`src/rtl/mcc_pkg.sv`:
```
package mcc_pkg;

    localparam int STATE_W = 4;

    typedef enum logic [STATE_W-1:0] {
        ST_FETCH   = 4'd0,
        ST_DECODE  = 4'd1,
        ST_BRANCH  = 4'd3,
        ST_REG_EXE = 4'd4,
        ST_REG_WB  = 4'd5,
        ST_ORI_EXE = 4'd6,
        ST_ORI_WB  = 4'd7,
        ST_LD_ADDR = 4'd8,
        ST_LD_MEM  = 4'd9,
        ST_LD_WB   = 4'd10,
        ST_ST_ADDR = 4'd11,
        ST_ST_MEM  = 4'd12
    } mcc_state_e;

    typedef enum logic [1:0] {
        ACT_FETCH    = 2'd0,
        ACT_DISPATCH = 2'd1,
        ACT_STEP     = 2'd2
    } mcc_action_e;

    typedef enum logic [1:0] {
        BSRC_REG   = 2'b00,
        BSRC_FOUR  = 2'b01,
        BSRC_IMM   = 2'b10,
        BSRC_IMMSH = 2'b11
    } mcc_bsrc_e;

    typedef enum logic [1:0] {
        AOP_ADD  = 2'b00,
        AOP_SUB  = 2'b01,
        AOP_FUNC = 2'b10,
        AOP_OR   = 2'b11
    } mcc_aop_e;

    typedef struct packed {
        logic      pc_wr;
        logic      pc_wr_cond;
        logic      addr_sel_data;
        logic      mem_wr;
        logic      ir_wr;
        logic      rf_wr;
        logic      rf_dst_rd;
        logic      rf_from_mem;
        logic      alu_a_reg;
        mcc_bsrc_e alu_b_sel;
        mcc_aop_e  alu_op;
        logic      ext_sign;
        logic      pc_src_tgt;
    } mcc_ctrl_t;

    localparam mcc_ctrl_t CTRL_IDLE = '{
        pc_wr: 1'b0, pc_wr_cond: 1'b0, addr_sel_data: 1'b0, mem_wr: 1'b0,
        ir_wr: 1'b0, rf_wr: 1'b0, rf_dst_rd: 1'b0, rf_from_mem: 1'b0,
        alu_a_reg: 1'b0, alu_b_sel: BSRC_REG, alu_op: AOP_ADD,
        ext_sign: 1'b0, pc_src_tgt: 1'b0
    };

endpackage

```
`src/rtl/mcc_next_state.sv`:
```
module mcc_next_state
    import mcc_pkg::*;
#(
    parameter int               OPC_W    = 6,
    parameter logic [OPC_W-1:0] OPC_REG  = 6'h00,
    parameter logic [OPC_W-1:0] OPC_ORI  = 6'h0D,
    parameter logic [OPC_W-1:0] OPC_LD   = 6'h23,
    parameter logic [OPC_W-1:0] OPC_ST   = 6'h2B,
    parameter logic [OPC_W-1:0] OPC_BR   = 6'h04
) (
    input  mcc_state_e       cur,
    input  logic [OPC_W-1:0] opcode,
    output mcc_state_e       nxt
);

    mcc_action_e act;
    mcc_state_e  disp;

    // Per-state sequencing action
    always_comb begin
        unique case (cur)
            ST_FETCH, ST_REG_EXE, ST_ORI_EXE,
            ST_LD_ADDR, ST_LD_MEM, ST_ST_ADDR: act = ACT_STEP;
            ST_DECODE:                        act = ACT_DISPATCH;
            default:                          act = ACT_FETCH;
        endcase
    end

    // Opcode dispatch target, consulted only from decode
    always_comb begin
        if (opcode == OPC_REG)      disp = ST_REG_EXE;
        else if (opcode == OPC_ORI) disp = ST_ORI_EXE;
        else if (opcode == OPC_LD)  disp = ST_LD_ADDR;
        else if (opcode == OPC_ST)  disp = ST_ST_ADDR;
        else if (opcode == OPC_BR)  disp = ST_BRANCH;
        else                        disp = ST_FETCH;
    end

    always_comb begin
        unique case (act)
            ACT_STEP:     nxt = mcc_state_e'(cur + 4'd1);
            ACT_DISPATCH: nxt = disp;
            default:      nxt = ST_FETCH;
        endcase
    end

endmodule

```
`src/rtl/mcc_ctrl_decode.sv`:
```
module mcc_ctrl_decode
    import mcc_pkg::*;
(
    input  mcc_state_e cur,
    output mcc_ctrl_t  ctl
);

    always_comb begin
        ctl = CTRL_IDLE;
        unique case (cur)
            ST_FETCH: begin
                ctl.pc_wr     = 1'b1;
                ctl.ir_wr     = 1'b1;
                ctl.alu_b_sel = BSRC_FOUR;
                ctl.alu_op    = AOP_ADD;
            end
            ST_DECODE: begin
                ctl.alu_b_sel = BSRC_IMMSH;
                ctl.alu_op    = AOP_ADD;
                ctl.ext_sign  = 1'b1;
            end
            ST_BRANCH: begin
                ctl.alu_a_reg  = 1'b1;
                ctl.alu_b_sel  = BSRC_REG;
                ctl.alu_op     = AOP_SUB;
                ctl.pc_wr_cond = 1'b1;
                ctl.pc_src_tgt = 1'b1;
            end
            ST_REG_EXE: begin
                ctl.alu_a_reg = 1'b1;
                ctl.alu_b_sel = BSRC_REG;
                ctl.alu_op    = AOP_FUNC;
            end
            ST_REG_WB: begin
                ctl.rf_wr     = 1'b1;
                ctl.rf_dst_rd = 1'b1;
            end
            ST_ORI_EXE: begin
                ctl.alu_a_reg = 1'b1;
                ctl.alu_b_sel = BSRC_IMM;
                ctl.alu_op    = AOP_OR;
                ctl.ext_sign  = 1'b0;
            end
            ST_ORI_WB: begin
                ctl.rf_wr = 1'b1;
            end
            ST_LD_ADDR, ST_ST_ADDR: begin
                ctl.alu_a_reg = 1'b1;
                ctl.alu_b_sel = BSRC_IMM;
                ctl.alu_op    = AOP_ADD;
                ctl.ext_sign  = 1'b1;
            end
            ST_LD_MEM: begin
                ctl.addr_sel_data = 1'b1;
            end
            ST_LD_WB: begin
                ctl.rf_wr       = 1'b1;
                ctl.rf_from_mem = 1'b1;
            end
            ST_ST_MEM: begin
                ctl.addr_sel_data = 1'b1;
                ctl.mem_wr        = 1'b1;
            end
            default: ctl = CTRL_IDLE;
        endcase
    end

endmodule

```
`src/rtl/mcc_ctrl.sv`:
```
module mcc_ctrl
    import mcc_pkg::*;
#(
    parameter int               OPC_W   = 6,
    parameter logic [OPC_W-1:0] OPC_REG = 6'h00,
    parameter logic [OPC_W-1:0] OPC_ORI = 6'h0D,
    parameter logic [OPC_W-1:0] OPC_LD  = 6'h23,
    parameter logic [OPC_W-1:0] OPC_ST  = 6'h2B,
    parameter logic [OPC_W-1:0] OPC_BR  = 6'h04
) (
    input  logic             clk,
    input  logic             rst_n,
    input  logic [OPC_W-1:0] opcode,
    input  logic             alu_zero,
    output logic [3:0]       state,
    output logic             pc_wr,
    output logic             pc_wr_cond,
    output logic             pc_en,
    output logic             addr_sel_data,
    output logic             mem_wr,
    output logic             ir_wr,
    output logic             rf_wr,
    output logic             rf_dst_rd,
    output logic             rf_from_mem,
    output logic             alu_a_reg,
    output logic [1:0]       alu_b_sel,
    output logic [1:0]       alu_op,
    output logic             ext_sign,
    output logic             pc_src_tgt
);

    typedef struct packed {
        mcc_state_e st;
    } regs_t;

    localparam regs_t REGS_RST = '{st: ST_FETCH};

    regs_t      regs_d, regs_q;
    mcc_state_e nxt_st;
    mcc_ctrl_t  ctl_raw, ctl;

    mcc_next_state #(
        .OPC_W  (OPC_W),
        .OPC_REG(OPC_REG),
        .OPC_ORI(OPC_ORI),
        .OPC_LD (OPC_LD),
        .OPC_ST (OPC_ST),
        .OPC_BR (OPC_BR)
    ) i_next (
        .cur   (regs_q.st),
        .opcode(opcode),
        .nxt   (nxt_st)
    );

    mcc_ctrl_decode i_dec (
        .cur(regs_q.st),
        .ctl(ctl_raw)
    );

    always_comb begin
        regs_d    = regs_q;
        regs_d.st = nxt_st;
    end

    always_ff @(posedge clk or negedge rst_n) begin
        if (!rst_n) regs_q <= REGS_RST;
        else        regs_q <= regs_d;
    end

    // Hold every enable low while reset is applied
    always_comb begin
        ctl = rst_n ? ctl_raw : CTRL_IDLE;
    end

    assign state         = regs_q.st;
    assign pc_wr         = ctl.pc_wr;
    assign pc_wr_cond    = ctl.pc_wr_cond;
    assign pc_en         = ctl.pc_wr | (ctl.pc_wr_cond & alu_zero);
    assign addr_sel_data = ctl.addr_sel_data;
    assign mem_wr        = ctl.mem_wr;
    assign ir_wr         = ctl.ir_wr;
    assign rf_wr         = ctl.rf_wr;
    assign rf_dst_rd     = ctl.rf_dst_rd;
    assign rf_from_mem   = ctl.rf_from_mem;
    assign alu_a_reg     = ctl.alu_a_reg;
    assign alu_b_sel     = ctl.alu_b_sel;
    assign alu_op        = ctl.alu_op;
    assign ext_sign      = ctl.ext_sign;
    assign pc_src_tgt    = ctl.pc_src_tgt;

    // Fetch always hands over to decode
    assert_fetch_to_decode_R2: assert property (@(posedge clk) disable iff (!rst_n)
        state == 4'd0 |=> state == 4'd1);

    // Decode lands only on a class entry state or back on fetch
    assert_dispatch_target_R3: assert property (@(posedge clk) disable iff (!rst_n)
        state == 4'd1 |=> (state == 4'd0 || state == 4'd3 || state == 4'd4 ||
                           state == 4'd6 || state == 4'd8 || state == 4'd11));

    // Register-op execute steps into its write-back
    assert_reg_chain_R4: assert property (@(posedge clk) disable iff (!rst_n)
        state == 4'd4 |=> (state == 4'd5 && rf_wr && rf_dst_rd));

    // Any register write ends the instruction
    assert_wb_returns_R5: assert property (@(posedge clk) disable iff (!rst_n)
        rf_wr |=> state == 4'd0);

    // Load address leads to a data-side memory access
    assert_load_chain_R6: assert property (@(posedge clk) disable iff (!rst_n)
        state == 4'd8 |=> (addr_sel_data && !mem_wr));

    // A store write ends the instruction
    assert_store_returns_R7: assert property (@(posedge clk) disable iff (!rst_n)
        mem_wr |=> state == 4'd0);

    // An untaken branch never loads the PC
    assert_branch_gate_R8: assert property (@(posedge clk) disable iff (!rst_n)
        (pc_wr_cond && !alu_zero) |-> !pc_en);

    // PC loads happen only in fetch or a taken branch
    assert_pc_load_R9: assert property (@(posedge clk) disable iff (!rst_n)
        pc_en |-> (state == 4'd0 || (state == 4'd3 && alu_zero)));

    // Storage-side writes are mutually exclusive
    assert_write_excl_R10: assert property (@(posedge clk) disable iff (!rst_n)
        $onehot0({mem_wr, rf_wr, ir_wr}));

    assert_ir_in_fetch_R10: assert property (@(posedge clk) disable iff (!rst_n)
        ir_wr |-> state == 4'd0);

endmodule

```
`config.mk`:
```
export PLATFORM = sky130hd
export DESIGN_NAME = mcc_ctrl
export DESIGN_NICKNAME = d
export VERILOG_FILES = /design/src/rtl/mcc_pkg.sv /design/src/rtl/mcc_next_state.sv /design/src/rtl/mcc_ctrl_decode.sv /design/src/rtl/mcc_ctrl.sv
export SDC_FILE = /design/constraint.sdc
export NUM_CORES = 1
export LEC_CHECK = 0
export ABC_CLOCK_PERIOD_IN_PS = 3900
export CORE_MARGIN = 3
export CORE_UTILIZATION = 45
export CTS_BUF_LIST = sky130_fd_sc_hd__clkbuf_2
export DETAILED_ROUTE_END_ITERATION = 12
export GPL_TIMING_DRIVEN = 0
export PLACE_DENSITY_LB_ADDON = 0.2
export SLEW_MARGIN = 20
export SYNTH_ARGS = -nofsm -noshare
export SYNTH_HDL_FRONTEND = slang
export SYNTH_SLANG_ARGS = --single-unit
export TNS_END_PERCENT = 100
```
`constraint.sdc`:
```
create_clock -name clk -period 3.9 [get_ports clk]
set_clock_uncertainty 0.2 [all_clocks]
set_input_delay 0.78 -clock clk [delete_from_list [all_inputs] [get_ports clk]]
set_output_delay 0.78 -clock clk [all_outputs]
set_load 0.005 [all_outputs]
```
* Word-level counts from Yosys, hierarchy flattened
Index checks and enable logic that the tools add are counted.
** Operators by class
- Reduce and logical (&&, ||, !) cells :: 8
- Eq/ne operators :: 17
- Add/subtract/negate cells :: 1
- Bitwise logic cells :: 2
- Multiplexer cells :: 18
** Operator list (count)
- 4-bit one-hot mux with 6 select lines :: 1
- 4-bit == test (second input constant) :: 5
- 4-bit by 3-bit == test with 1-bit output (second input constant) :: 4
- 4-bit two-way mux :: 4
- 15-bit two-way mux :: 1
- 6-bit == test (second input constant) :: 2
- 1-bit two-way mux :: 9
- 4-bit one-hot mux with 2 select lines :: 1
- 6-bit by 3-bit == test with 1-bit output (second input constant) :: 1
- 6-bit by 4-bit == test with 1-bit output (second input constant) :: 1
- 6-bit logical NOT :: 1
- 3-bit OR reduction :: 2
- 6-bit OR reduction :: 1
- 5-bit OR reduction :: 1
- 4-bit by 1-bit adder with 4-bit output (second input constant) :: 1
- 4-bit by 1-bit == test with 1-bit output (second input constant) :: 1
- 4-bit by 2-bit == test with 1-bit output (second input constant) :: 1
- 4-bit logical NOT :: 1
- 2-bit one-hot mux with 2 select lines :: 1
- 2-bit OR reduction :: 2
- 2-bit by 1-bit == test with 1-bit output (second input constant) :: 1
- 2-bit == test (second input constant) :: 1
- 2-bit two-way mux :: 1
- 1-bit AND :: 1
- 1-bit bitwise OR :: 1
** Word-level totals
- Output and inout bits :: 20
- Bits in registers :: 4
- Word-level logic and storage cells :: 47

* Logic depth before layout (Yosys ltp)
Gate-level depths: netlist of run 1.
- Depth in word-level cells :: 7
- Mapped depth :: 9

* By module
A second synthesis of run 1 with hierarchy kept.
** Unflattened totals
- Cell total of the unflattened synthesis :: 91
- Area total of the unflattened synthesis :: 726.9 sq um
** Modules (own cells, without submodules)
- mcc_next_state :: instances 1, area each 299.0 sq um, cells each 40, seq. area each 0.0 sq um
- mcc_ctrl :: instances 1, area each 216.5 sq um, cells each 22, seq. area each 100.1 sq um
- mcc_ctrl_decode :: instances 1, area each 211.5 sq um, cells each 29, seq. area each 0.0 sq um

* Worst setup path after synthesis of run 1
No wires, ideal clock.
- Path kind :: register to output
- From :: reg regs_q[0] (netlist: state[0])
- To :: out alu_b_sel[1]
- Buffers on the path :: 1
- Arrival time :: 1426 ps
- Slack :: 1494 ps
- Stages on the path, launching flop included :: 7
- Path through :: dfrtp_1 inv_1 ha_1 buf_4 nor2_1 a2111oi_2 a31o_2
** Between the ends
- Longest elaborated chain between the ends :: 4
- Elaborated cells between the ends (all ways) :: 10
** Ends and longest elaborated chain
- start: declaration :: RTL line mcc_ctrl.sv:38 : regs_t regs_d, regs_q;
- start signal: assignment :: RTL line mcc_ctrl.sv:67 : else regs_q <= regs_d;
- 4-bit == test :: RTL line mcc_ctrl_decode.sv:10 : unique case (cur)
- 2-bit OR reduction
- 4-bit one-hot mux with 6 select lines * :: RTL line mcc_ctrl_decode.sv:10
- 15-bit two-way mux * :: RTL line mcc_ctrl.sv:72 : ctl = rst_n ? ctl_raw : CTRL_IDLE;
- end: declaration :: RTL line mcc_ctrl.sv:26 : output logic [1:0] alu_b_sel,
Mark *: on every way between the ends. The rest lies on a longest branch, timed or not.

* Worst setup path after layout of run 1
- From :: in rst_n
- To :: out alu_b_sel[1]
** Between the ends
- Longest elaborated chain between the ends :: 1
** Ends and longest elaborated chain
- start: declaration :: RTL line mcc_ctrl.sv:12 : input logic rst_n,
- 15-bit two-way mux :: RTL line mcc_ctrl.sv:72
Every way passes these cells.

==> results.py, run 1 <==
metrics = {
    "power": {
        "vdd_drop_max_mv": 0.181,
        "p_leak_nw": 0.411,
        "power.density_mw_per_mm2": 235,
    },
    "routing": {
        "first_pass_iters": 4,
        "ant_nets": 0,
        "wire_per_inst_um": 13.3,
        "drt_iter0_drc": 9,
        "vias_per_cell": 5.68,
        "drc": 0,
        "vias": 710,
        "wl_um": 1660,
    },
    "critical_path": {
        "cp-start-kind": "input pin",
        "cp_num_buf_inv": 3,
        "path_class": "input pin to output port",
        "cpMostUsedCell": "clkdlybuf4s50_1",
        "cp_max_fo": 12,
        "cp-startpoint": "rst_n",
        "slowest_delay_ps": 750,
        "critPathRequiredTime_ps": 2920,
        "crit_chain": "clkdlybuf4s50_1, inv_1, a2111oi_2, a31o_2, clkdlybuf4s50_1",
        "crit_arrival_ps": 2740,
        "r2r_start": "state[0]",
        "end_kind": "output port",
        "slowest_stage": "clkdlybuf4s50_1",
        "critPathTopFamily": "buffers and inverters",
    },
    "die": {
        "die_height_um": 43.0,
        "die_area_mm2": 0.00184,
        "core_area_mm2": 0.00119,
        "num_io_pins": 29,
        "fp-row-count": 12,
        "start_util": 0.518,
        "chipWidth_um": 43.0,
    },
    "synthesis": {
        "synth_top_family_by_area": "simple AND/OR/NAND/NOR gates",
        "synth-edff-count": 0,
        "syn-mean-instance-area_um2": 7.68,
        "synthFlopType": "dfrtp_1",
        "synth-xor-area-share": 0.0428,
        "syn_nets": 96,
        "synth_compound_area_frac": 0.261,
        "ys_seq_area_frac": 0.163,
        "netlist_area_um2": 614,
        "synth_simple_gate_area_frac": 0.289,
        "synth.distinct_cells": 36,
        "synth_area_leaders": "dfrtp_1 (16%), ha_1 (14%), nor2_1 (6.7%)",
        "ys_ff_latch": 4,
        "synth-async-reset-ratio": 1.00,
        "synth_cells": 80,
        "synth_fa_ha_area_frac": 0.143,
        "yosysTopAreaCell": "dfrtp_1",
        "synthMuxAreaShare": 0,
        "yosys_warnings": 0,
        "synth_top_area_share": 0.163,
    },
    "timing": {
        "fin_setup_tns_ps": 0,
        "tightest_slew_ps": 451,
        "slew_headroom": 0.698,
        "rsz0062_at_grt": "false",
        "timing.fmax_mhz": 269,
        "finalHoldViolCount": 0,
        "fin_crit_sh": 0.953,
        "setup_violations": 0,
        "min_period_ps": 3720,
        "slew_viol_final": 0,
    },
    "place": {
        "port_buffers": 28,
        "placed_cell_area_um2": 912,
        "place_hpwl_um": 1310,
        "gp_congestion": 0.742,
        "dpl.cell_count": 122,
    },
    "hold_path": {
        "hold_start": "state[0]",
        "hold_path_class": "flip-flop to flip-flop",
    },
    "final_layout": {
        "drive_gt1_frac": 0.144,
        "layout_commonest_cell": "clkdlybuf4s50_1",
        "seqCellArea_um2": 100,
        "fill_cells": 95,
        "final_nets": 129,
        "area_growth_pct": 50.9,
        "largest_register_ffs": 4,
        "stdcell_count": 125,
        "multi_input_area_um2": 452,
        "final_cell_mix": "clkdlybuf4s50_1 (28), nor2_1 (11), inv_1 (8)",
        "antenna_cells": 0,
        "stdcell_area_um2": 927,
    },
    "clocking": {
        "cts-buffers-inserted": 3,
        "cts_resized": 0,
        "cts_setup_buffers": 0,
        "cts.sinks": 4,
        "cts_buffer_depth": 2,
        "cts_max_level": 1,
        "root_buffer": "clkbuf_2",
        "cts_tree": "done",
        "hold_buffers": 0,
        "clkLatencyLatePin_ps": 220,
        "path_clk_slew_ps": 40,
    },
    "global_routing": {
        "grt_max_degree": 13,
        "grt_pass1_vias": 646,
        "grt-ovfl-total": 0,
        "groute.usage.overall": 0.195,
        "antenna_found_initial": 0,
        "grt_pass1_wl_um": 2790,
    },
    "run": {
        "maxCapViolations": 0,
    },
    "status": {
        "status": "completed",
    },
}
==> synth_stat cells (all sizes together), types with 2 or more instances <==
cell type and number:
nor2 11, inv 8, ha 7, nand2 7, buf 5, and3 4
dfrtp 4, a21oi 3, o21ai 3, nand2b 2, nand3 2, nor2b 2
nor3b 2, xnor2 2
==> cell type report <==
type | count | share of cell area
clock buffer | 3 | 0.0162
sequential | 4 | 0.108
timing repair buffer | 28 | 0.302
buffer | 5 | 0.0351
tap | 14 | 0.0189
inverter | 8 | 0.0324
multi-input combinational | 63 | 0.487
==> path summary, 6_finish.rpt <==
| path | endpoint | slack, ps | depth (start not counted) |
|---|---|---|---|
| hold / removal | state[0] | 400 | 1 |
| min in group asynchronous | state[3] | 670 | 1 |
| hold reg to reg | state[0] | 400 | 1 |
| setup reg to reg | state[1] | 1240 | 7 |
| setup / recovery | alu_b_sel[1] | 180 | 5 |
| max in group asynchronous | state[1] | 2510 | 1 |
==> logic make-up after synthesis <==
family / count (synthesis)
xor+xnor: 3
buf+inv: 13
compound gates: 19
fa+ha+maj: 7
simple gates: 34
flops: 4
==> metal layers <==
| metal | vias up | GRT usage | part of all wire | wire length [µm] |
|---|---|---|---|---|
| met5 | - | 0 | 0 | 0 |
| met4 | 0 | 0.108 | 0.017 | 28 |
| met3 | 3 | 0.0466 | 0.060 | 99 |
| met2 | 27 | 0.332 | 0.52 | 856 |
| met1 | 335 | 0.220 | 0.41 | 675 |
| li1 | 345 | - | - | - |
==> power by group <==
part / switching (mW) / internal (mW) / leakage, nW
Clock: 0.0188 / 0.0206 / 0.0125
Sequential: 0.00456 / 0.0459 / 0.0561
Combinational: 0.0579 / 0.0704 / 0.343
==> stage by stage <==
stage / hold WS, ps / power, mW / utilization / setup WS, ps
finish: 402 / 0.218 / 0.782 / 185
global route: 435 / 0.239 / 0.782 / 1.69
CTS: 393 / 0.221 / 0.782 / 180
detailed placement: 387 / 0.179 / 0.769 / 187
global placement: 381 / 0.175 / 0.769 / 220
floorplan: 284 / 0.124 / - / 1490
Power figures use the tool's default switching activity.
==> run 2: changes to the inputs <==
--- a/config.mk
+++ b/config.mk
@@ -5,13 +5,15 @@
 export SDC_FILE = /design/constraint.sdc
 export NUM_CORES = 1
 export LEC_CHECK = 0
-export ABC_CLOCK_PERIOD_IN_PS = 3900
+export ABC_CLOCK_PERIOD_IN_PS = 3800
 export CORE_MARGIN = 3
-export CORE_UTILIZATION = 45
+export CORE_UTILIZATION = 42
 export CTS_BUF_LIST = sky130_fd_sc_hd__clkbuf_2
 export DETAILED_ROUTE_END_ITERATION = 12
 export GPL_TIMING_DRIVEN = 0
+export HOLD_SLACK_MARGIN = 0.05
 export PLACE_DENSITY_LB_ADDON = 0.2
+export REMOVE_ABC_BUFFERS = 1
 export SLEW_MARGIN = 20
 export SYNTH_ARGS = -nofsm -noshare
 export SYNTH_HDL_FRONTEND = slang
==> constraint.sdc (replaced) <==
create_clock -name clk -period 3.8 [get_ports clk]
set_clock_uncertainty 0.2 [all_clocks]
set_input_delay 0.76 -clock clk [delete_from_list [all_inputs] [get_ports clk]]
set_output_delay 0.76 -clock clk [all_outputs]
set_load 0.005 [all_outputs]
==> results.py, run 2 (synthesis results as in run 1) <==
metrics = {
    "clocking": {
        "cts.sinks": 4,
        "cts_max_level": 1,
        "cts_tree": "done",
        "cts_buffer_depth": 2,
        "cts_setup_buffers": 0,
        "cts_resized": 0,
        "hold_buffers": 0,
        "cts-buffers-inserted": 3,
        "clkLatencyLatePin_ps": 200,
        "path_clk_slew_ps": 40,
        "root_buffer": "clkbuf_2",
    },
    "critical_path": {
        "slowest_stage": "clkdlybuf4s50_1",
        "cpMostUsedCell": "clkdlybuf4s50_1",
        "crit_arrival_ps": 2780,
        "slowest_delay_ps": 730,
        "end_kind": "output port",
        "critPathRequiredTime_ps": 2840,
        "path_class": "input pin to output port",
        "cp_max_fo": 12,
        "cp-start-kind": "input pin",
        "crit_chain": "clkdlybuf4s50_1, inv_1, a2111oi_2, a31o_2, clkdlybuf4s50_1",
    },
    "global_routing": {
        "antenna_found_initial": 0,
        "groute.usage.overall": 0.166,
        "grt_pass1_vias": 616,
        "grt_max_degree": 14,
        "grt_pass1_wl_um": 2510,
        "grt-ovfl-total": 0,
    },
    "routing": {
        "first_pass_iters": 4,
        "vias_per_cell": 5.50,
        "vias": 666,
        "wl_um": 1540,
        "wire_per_inst_um": 12.7,
        "drc": 0,
        "drt_iter0_drc": 10,
        "ant_nets": 0,
    },
    "final_layout": {
        "final_cell_mix": "clkdlybuf4s50_1 (28), nor2_1 (11), inv_1 (8)",
        "layout_commonest_cell": "clkdlybuf4s50_1",
        "antenna_cells": 0,
        "drive_gt1_frac": 0.104,
        "area_growth_pct": 45.8,
        "largest_register_ffs": 4,
        "final_nets": 124,
    },
    "power": {
        "power.density_mw_per_mm2": 239,
        "p_leak_nw": 0.386,
        "vdd_drop_max_mv": 0.210,
    },
    "status": {
        "status": "completed",
    },
    "die": {
        "fp-row-count": 13,
        "chipWidth_um": 44.2,
        "start_util": 0.461,
        "die_height_um": 44.2,
        "core_area_mm2": 0.00133,
        "num_io_pins": 29,
        "die_area_mm2": 0.00196,
    },
    "timing": {
        "finalWorstSetupSlack_ps": 56.4,
        "fin_setup_tns_ps": 0,
        "whs_ps": 407,
        "fin_crit_sh": 0.985,
        "slew_headroom": 0.709,
        "setup_violations": 0,
        "rsz0062_at_grt": "false",
        "min_period_ps": 3740,
        "slew_viol_final": 0,
        "tightest_slew_ps": 436,
        "timing.fmax_mhz": 267,
        "finalHoldViolCount": 0,
    },
    "place": {
        "place_hpwl_um": 1290,
        "gp_congestion": 0.825,
        "port_buffers": 28,
        "pre_cts_ws_ps": 104,
    },
    "hold_path": {
        "hold_path_class": "flip-flop to flip-flop",
    },
    "run": {
        "maxCapViolations": 0,
    },
}
run 2: cell types whose count changed in the layout (fill, tap and decap cells not counted), sizes merged:
cell,delta
buf,-5
run 2: layer usage:
layer | GRT usage | share of wire
met1 | 0.220 | 0.45
met2 | 0.253 | 0.50
met3 | 0.0203 | 0.040
met4 | 0.102 | 0.0097
met5 | 0 | 0
run 2: final timing paths:
check | from | to | cells after the start | slack, ps
setup / recovery | rst_n | alu_b_sel[1] | 5 | 60
max in group asynchronous | rst_n | state[3] | 1 | 2430
hold reg to reg | state[0] | state[0] | 1 | 410
setup reg to reg | state[0] | state[1] | 7 | 1180
min in group asynchronous | rst_n | state[2] | 1 | 670
hold / removal | state[0] | state[0] | 1 | 410
run 2: area by class of cell:
cell class	count	area (µm²)
Clock buffer	3	15.0
Fill cell	117	438
Inverter	8	30.0
Multi-Input combinational cell	63	452
Sequential cell	4	100
Tap cell	15	18.8
Timing Repair Buffer	28	280
run 2: power by group:
part / switching, mW / leakage (nW) / internal (mW)
Combinational: 0.0553 / 0.317 / 0.0670
Clock: 0.0163 / 0.0125 / 0.0212
Sequential: 0.00716 / 0.0561 / 0.0471
run 2: critical path, delay by kind of cell:
kind / cells / cell delay (ps)
buf+inv: 3 / 1400
compound gates: 2 / 620
run 2: per-stage QoR:
stage	instance area, µm²	utilization	total power [mW]	std cells
6_report	896	0.672	0.214	121
3_3_place_gp	881	0.660	0.175	118
5_1_grt	896	0.672	0.233	121
4_1_cts	896	0.672	0.218	121
2_1_floorplan	582	-	0.121	75
3_5_place_dp	881	0.660	0.177	118
